==> src/rtl/cal_seq_pkg.sv <==
package cal_seq_pkg;

  typedef enum logic {
    RS_IDLE = 1'b0,
    RS_RUN  = 1'b1
  } run_state_t;

  typedef struct packed {
    logic powerup;
    logic pin;
    logic regw;
  } cal_req_t;

endpackage

==> src/rtl/cal_pu_timer.sv <==
module cal_pu_timer #(
  parameter int DLY_SHORT = 256,
  parameter int DLY_LONG  = 1024
) (
  input  logic clk,
  input  logic rst_n,
  input  logic pwr_down,
  input  logic dly_sel,
  input  logic pin_level,
  output logic fire
);
  localparam int DMAX = (DLY_LONG > DLY_SHORT) ? DLY_LONG : DLY_SHORT;
  localparam int CW   = $clog2(DMAX + 1);
  localparam logic [CW-1:0] LAST_S = CW'(DLY_SHORT - 1);
  localparam logic [CW-1:0] LAST_L = CW'(DLY_LONG - 1);

  logic [CW-1:0] cnt;
  logic          expired;
  logic          sampled;
  logic          hold;
  logic          hold_eff;
  logic [CW-1:0] last;

  assign last     = dly_sel ? LAST_L : LAST_S;
  assign hold_eff = sampled ? hold : pin_level;

  always_ff @(posedge clk or negedge rst_n) begin
    if (!rst_n) begin
      cnt     <= '0;
      expired <= 1'b0;
      sampled <= 1'b0;
      hold    <= 1'b0;
      fire    <= 1'b0;
    end else begin
      fire <= 1'b0;
      if (!sampled) begin
        sampled <= 1'b1;
        hold    <= pin_level;
      end
      if (!expired && !pwr_down) begin
        if (cnt >= last) begin
          expired <= 1'b1;
          fire    <= !hold_eff;
        end else begin
          cnt <= cnt + 1'b1;
        end
      end
    end
  end
endmodule

==> src/rtl/cal_pin_qual.sv <==
module cal_pin_qual #(
  parameter int LOW_CYC  = 16,
  parameter int HIGH_CYC = 16
) (
  input  logic clk,
  input  logic rst_n,
  input  logic pin,
  output logic fire
);
  localparam int LW = $clog2(LOW_CYC + 1);
  localparam int HW = $clog2(HIGH_CYC + 1);
  localparam logic [LW-1:0] LOW_MAX   = LW'(LOW_CYC);
  localparam logic [HW-1:0] HIGH_LAST = HW'(HIGH_CYC - 1);

  logic [LW-1:0] low_cnt;
  logic [HW-1:0] high_cnt;
  logic          armed;

  assign armed = (low_cnt == LOW_MAX);

  always_ff @(posedge clk or negedge rst_n) begin
    if (!rst_n) begin
      low_cnt  <= '0;
      high_cnt <= '0;
      fire     <= 1'b0;
    end else begin
      fire <= 1'b0;
      if (!pin) begin
        high_cnt <= '0;
        if (high_cnt != '0) begin
          low_cnt <= LW'(1);
        end else if (!armed) begin
          low_cnt <= low_cnt + 1'b1;
        end
      end else if (armed) begin
        if (high_cnt == HIGH_LAST) begin
          fire     <= 1'b1;
          low_cnt  <= '0;
          high_cnt <= '0;
        end else begin
          high_cnt <= high_cnt + 1'b1;
        end
      end else begin
        low_cnt  <= '0;
        high_cnt <= '0;
      end
    end
  end
endmodule

==> src/rtl/cal_run_ctrl.sv <==
module cal_run_ctrl
  import cal_seq_pkg::*;
#(
  parameter int RUN_CYC = 64
) (
  input  logic clk,
  input  logic rst_n,
  input  logic req,
  input  logic pwr_down,
  input  logic done_in,
  output logic busy,
  output logic done
);
  localparam int RW = $clog2(RUN_CYC + 1);
  localparam logic [RW-1:0] RUN_LAST = RW'(RUN_CYC - 1);

  run_state_t    state;
  logic [RW-1:0] cnt;

  assign busy = (state == RS_RUN);

  always_ff @(posedge clk or negedge rst_n) begin
    if (!rst_n) begin
      state <= RS_IDLE;
      cnt   <= '0;
      done  <= 1'b0;
    end else begin
      done <= 1'b0;
      unique case (state)
        RS_IDLE: begin
          if (req && !pwr_down) begin
            state <= RS_RUN;
            cnt   <= '0;
          end
        end
        RS_RUN: begin
          if (pwr_down) begin
            state <= RS_IDLE;
          end else if (done_in || cnt == RUN_LAST) begin
            state <= RS_IDLE;
            done  <= 1'b1;
          end else begin
            cnt <= cnt + 1'b1;
          end
        end
        default: state <= RS_IDLE;
      endcase
    end
  end
endmodule

==> src/rtl/cal_seq_top.sv <==
module cal_seq_top
  import cal_seq_pkg::*;
#(
  parameter int LOW_CYC   = 16,
  parameter int HIGH_CYC  = 16,
  parameter int DLY_SHORT = 256,
  parameter int DLY_LONG  = 1024,
  parameter int RUN_CYC   = 64,
  parameter int ADDR_W    = 4,
  parameter int DATA_W    = 16,
  parameter int CTRL_ADDR = 0,
  parameter int TRIG_BIT  = 15
) (
  input  logic              clk,
  input  logic              rst_n,
  input  logic              cal_req_n,
  input  logic              pwr_down,
  input  logic              dly_sel,
  input  logic              reg_wr_en,
  input  logic [ADDR_W-1:0] reg_addr,
  input  logic [DATA_W-1:0] reg_wdata,
  input  logic              cal_done_in,
  output logic              cal_busy,
  output logic              cal_done
);
  localparam logic [ADDR_W-1:0] CTRL_A = ADDR_W'(CTRL_ADDR);

  cal_req_t reqs;
  logic     any_req;
  logic     unused_wdata;

  assign unused_wdata = ^reg_wdata;

  cal_pu_timer #(
    .DLY_SHORT(DLY_SHORT),
    .DLY_LONG (DLY_LONG)
  ) u_timer (
    .clk      (clk),
    .rst_n    (rst_n),
    .pwr_down (pwr_down),
    .dly_sel  (dly_sel),
    .pin_level(cal_req_n),
    .fire     (reqs.powerup)
  );

  cal_pin_qual #(
    .LOW_CYC (LOW_CYC),
    .HIGH_CYC(HIGH_CYC)
  ) u_qual (
    .clk  (clk),
    .rst_n(rst_n),
    .pin  (cal_req_n),
    .fire (reqs.pin)
  );

  assign reqs.regw = reg_wr_en && (reg_addr == CTRL_A) && reg_wdata[TRIG_BIT];
  assign any_req   = |reqs;

  cal_run_ctrl #(
    .RUN_CYC(RUN_CYC)
  ) u_run (
    .clk     (clk),
    .rst_n   (rst_n),
    .req     (any_req),
    .pwr_down(pwr_down),
    .done_in (cal_done_in),
    .busy    (cal_busy),
    .done    (cal_done)
  );
endmodule

==> config.mk <==
export PLATFORM = sky130hd
export DESIGN_NAME = cal_seq_top
export DESIGN_NICKNAME = d
export VERILOG_FILES = /design/src/rtl/cal_seq_pkg.sv /design/src/rtl/cal_pu_timer.sv /design/src/rtl/cal_pin_qual.sv /design/src/rtl/cal_run_ctrl.sv /design/src/rtl/cal_seq_top.sv
export SDC_FILE = /design/constraint.sdc
export NUM_CORES = 1
export LEC_CHECK = 0
export CAP_MARGIN = 20
export CORE_UTILIZATION = 56
export CTS_BUF_LIST = sky130_fd_sc_hd__clkbuf_16
export DETAILED_ROUTE_END_ITERATION = 12
export PLACE_DENSITY = 0.83
export SYNTH_ARGS = -nofsm -noshare
export SYNTH_HDL_FRONTEND = slang
export SYNTH_SLANG_ARGS = --single-unit
==> constraint.sdc <==
create_clock -name clk -period 3.6 [get_ports clk]
set_input_delay 0.9 -clock clk [delete_from_list [all_inputs] [get_ports clk]]
set_output_delay 0.9 -clock clk [all_outputs]
set_load 0.02 [all_outputs]
==> results.yml <==
run_status:
  status: "finished with violations"
  violations: "design-rule violations"
drt:
  routed_wl_mm: 3.278
  post_drt_via_cell_ratio: 5.991
  drc: 2
  wl_per_cell_um: 15.25
  drtIter0Drc: 60
  ant_nets: 0
  drtPass1Iterations: 8
  via_count: 1288
cts:
  post-cts-setup-buffers: 0
  clock_latency_ns: 0.27
  cts_resized: 0
  cts_tree: "built"
  cts.sinks: 35
  ctsHoldBuffers: 0
  clk_pin_slew_ns: 0.05
  cts_root_buf: "clkbuf_16"
  cts_buffers: 5
  clockBufferDepth: 2
  cts_max_level: 2
die:
  start_util_pct: 61.01
  ioPinCount: 29
  row_count: 19
  die-area_mm2: 0.003335
  die_y_um: 57.75
  core_area_mm2: 0.002853
  die_width_um: 57.75
synthesis:
  yosysTopAreaCellShare_pct: 50.32
  syn_nets: 197
  yosysWarnings: 0
  synth_edf_count: 0
  synth-seq-cells: 35
  syn_area_mm2: 0.001740
  synth_commonest_cells: "35 x dfrtp_1, 12 x xor2_1, 10 x inv_1, 10 x nand2_1, 10 x nor2_1"
  yosysSeqAreaShare_pct: 50.32
  synth.distinct_cells: 45
  synth_most_common_cell: "dfrtp_1"
  async_reset_ff_share_pct: 100.0
  yosys-top-cells-area: "dfrtp_1 50%, xor2_1 6.0%, ha_1 5.8%"
  synth.avg_cell_area_um2: 10.74
  syn_inst: 162
  ys.flop_type: "dfrtp_1"
  synth_top_cell_by_area: "dfrtp_1"
setup_path:
  worst-path-max-fanout: 9
  r2r_setup_slack_ns: 1.65
  start_kind: "primary input"
  crit_arrival_ns: 2.90
  crit_path_cell_trace: "clkdlybuf4s50_1 -> inv_1 -> ha_1 -> a211oi_1 -> nand2_2 -> nor4_1 -> a31o_2"
  crit_family: "simple AND/OR/NAND/NOR gates"
  critical_path_class: "in -> reg"
  critPathRequiredTime_ns: 3.81
  end_kind: "flop"
  worst_path_largest_cell_delay_ns: 0.45
  crit_path_top_delay_cell: "clkdlybuf4s50_1"
  critPathBufInv: 2
power_and_ir_drop:
  p_int_uw: 730.3
  pwr-share-seq_pct: 48.3
  swShare_pct: 24.73
  p_per_area_mw_per_mm2: 471.7
  clockPowerShare_pct: 40.7
  max-vdd-ir-drop_mv: 0.3586
  p_sw_uw: 239.9
  leakage_nw: 0.9529
  combinationalPowerShare_pct: 11.0
global_route:
  grt_pass1_wl_mm: 5.816
  grt_overflow: 0
  grt_util_all_layers_pct: 23.24
  first_global_vias: 1377
  antenna_found_initial: 0
  grt_max_degree: 36
finish:
  fin_nets: 218
  num-fill-cells: 227
  syn2layout_area_growth_pct: 18.19
  antenna_cells: 0
  drive_gt1_share_pct: 8.696
sta:
  slew_headroom_pct: 56.36
  worst_slack_ns: 0.9161
  rsz0062_at_grt: "false"
  skew_ns: 0.004657
  setup_viol: 0
  final-hold-violation-count: 0
  report.final.slew_viol_count: 0
  fmax_ghz: 0.3726
  tightest_slew_ns: 0.6507
  fin_crit_sh_pct: 74.55
  tns_ns: 0
  period_minus_slack_ns: 2.684
place:
  gp_congestion: 0.8888
  place_ws_ns: 0.6156
  place_hpwl_mm: 2.326
  numPortBuffers: 13
flow_run:
  cap_violations: 0
hold_path:
  hp-class: "reg -> reg"
power by group through the flow:
stage / Clock (mW) / Combinational, mW / Sequential, mW
6_report: 0.395 / 0.107 / 0.469
5_1_grt: 0.417 / 0.122 / 0.476
4_1_cts: 0.402 / 0.109 / 0.467
3_5_place_dp: 0 / 0.108 / 0.473
3_3_place_gp: 0 / 0.101 / 0.470
2_1_floorplan: 0 / 0.0713 / 0.464
per-stage QoR:
stage / instances / power [mW] / hold slack [ns] / instance area, µm² / utilization [%]
after global placement: 207 / 0.5708 / 0.4491 / 1921 / 67.32
after floorplan: 162 / 0.5351 / 0.4271 / 1740 / -
after detailed placement: 207 / 0.5814 / 0.4470 / 1921 / 67.32
after CTS: 215 / 0.9778 / 0.4701 / 2057 / 72.11
after global routing: 215 / 1.015 / 0.4956 / 2057 / 72.11
final: 215 / 0.9702 / 0.4677 / 2057 / 72.11
path summary, 6_finish.rpt:
path	start	end	depth (start not counted)
max	dly_sel	u_timer.cnt[10]$_DFFE_PN0P_	7
min reg2reg	u_timer.expired$_DFFE_PN0P_	u_timer.fire$_DFF_PN0_	1
min	u_timer.expired$_DFFE_PN0P_	u_timer.fire$_DFF_PN0_	1
max reg2reg	u_timer.cnt[9]$_DFFE_PN0P_	u_timer.cnt[10]$_DFFE_PN0P_	5
max in group asynchronous	rst_n	u_run.busy$_DFF_PN0_	2
min in group asynchronous	rst_n	u_qual.low_cnt[4]$_DFFE_PN0P_	2
sequential cells by signal (all words and copies together), names as in the netlist:
| register | cells |
|---|---|
| u_qual.fire | 1 |
| u_qual.high_cnt | 5 |
| u_qual.low_cnt | 5 |
| u_run.busy | 1 |
| u_run.cnt | 7 |
| u_run.done | 1 |
| u_timer.cnt | 11 |
| u_timer.expired | 1 |
| u_timer.fire | 1 |
| u_timer.hold | 1 |
| u_timer.sampled | 1 |
placed cells by master, fill, tap and decap left out, types with 2 or more instances in the layout:
master	instances
nor2b_1	3
nand2_1	10
buf_4	2
a22o_1	2
xor2_1	12
a21o_1	2
nand3_1	9
o211ai_1	2
dfrtp_1	35
xnor2_1	2
a21oi_1	4
clkbuf_16	5
nand4b_1	2
nor4b_1	4
nand4_1	2
clkinv_1	2
a211oi_1	2
o21ai_0	7
and3_1	3
ha_1	8
nor4bb_1	2
clkdlybuf4s50_1	13
nor2_1	10
inv_1	11
nor3_1	4
nor4_1	4
final cells by class:
type                            count  area [µm²]  share of cell area, %
Sequential cell                    35       875.8                  42.58
Tap cell                           31       38.79                  1.886
Multi-Input combinational cell    116       823.3                  40.02
Inverter                           10       37.54                  1.825
Clock inverter                      3       11.26                 0.5474
Clock buffer                        5       125.1                  6.083
Timing Repair Buffer               15       145.1                  7.056
cells by family after synthesis:
family	synth area share, %
multiplexers	2.085
AND/OR/NAND/NOR	21.78
AO/OA/AOI/OAI	10.42
flip-flops	50.32
adder cells (fa/ha/maj)	5.751
other	0.2155
buffers and inverters	2.372
XOR/XNOR	7.045
per-layer routing:
metal / global-route usage [%] / up-vias / routed length (µm)
met3: 4.911 / 7 / 112
li1: - / 622 / -
met1: 26.69 / 635 / 1412
met5: 0 / - / 0
met4: 10.54 / 0 / 53
met2: 41.69 / 24 / 1700
Note: power is estimated with default switching activity, not from simulation.
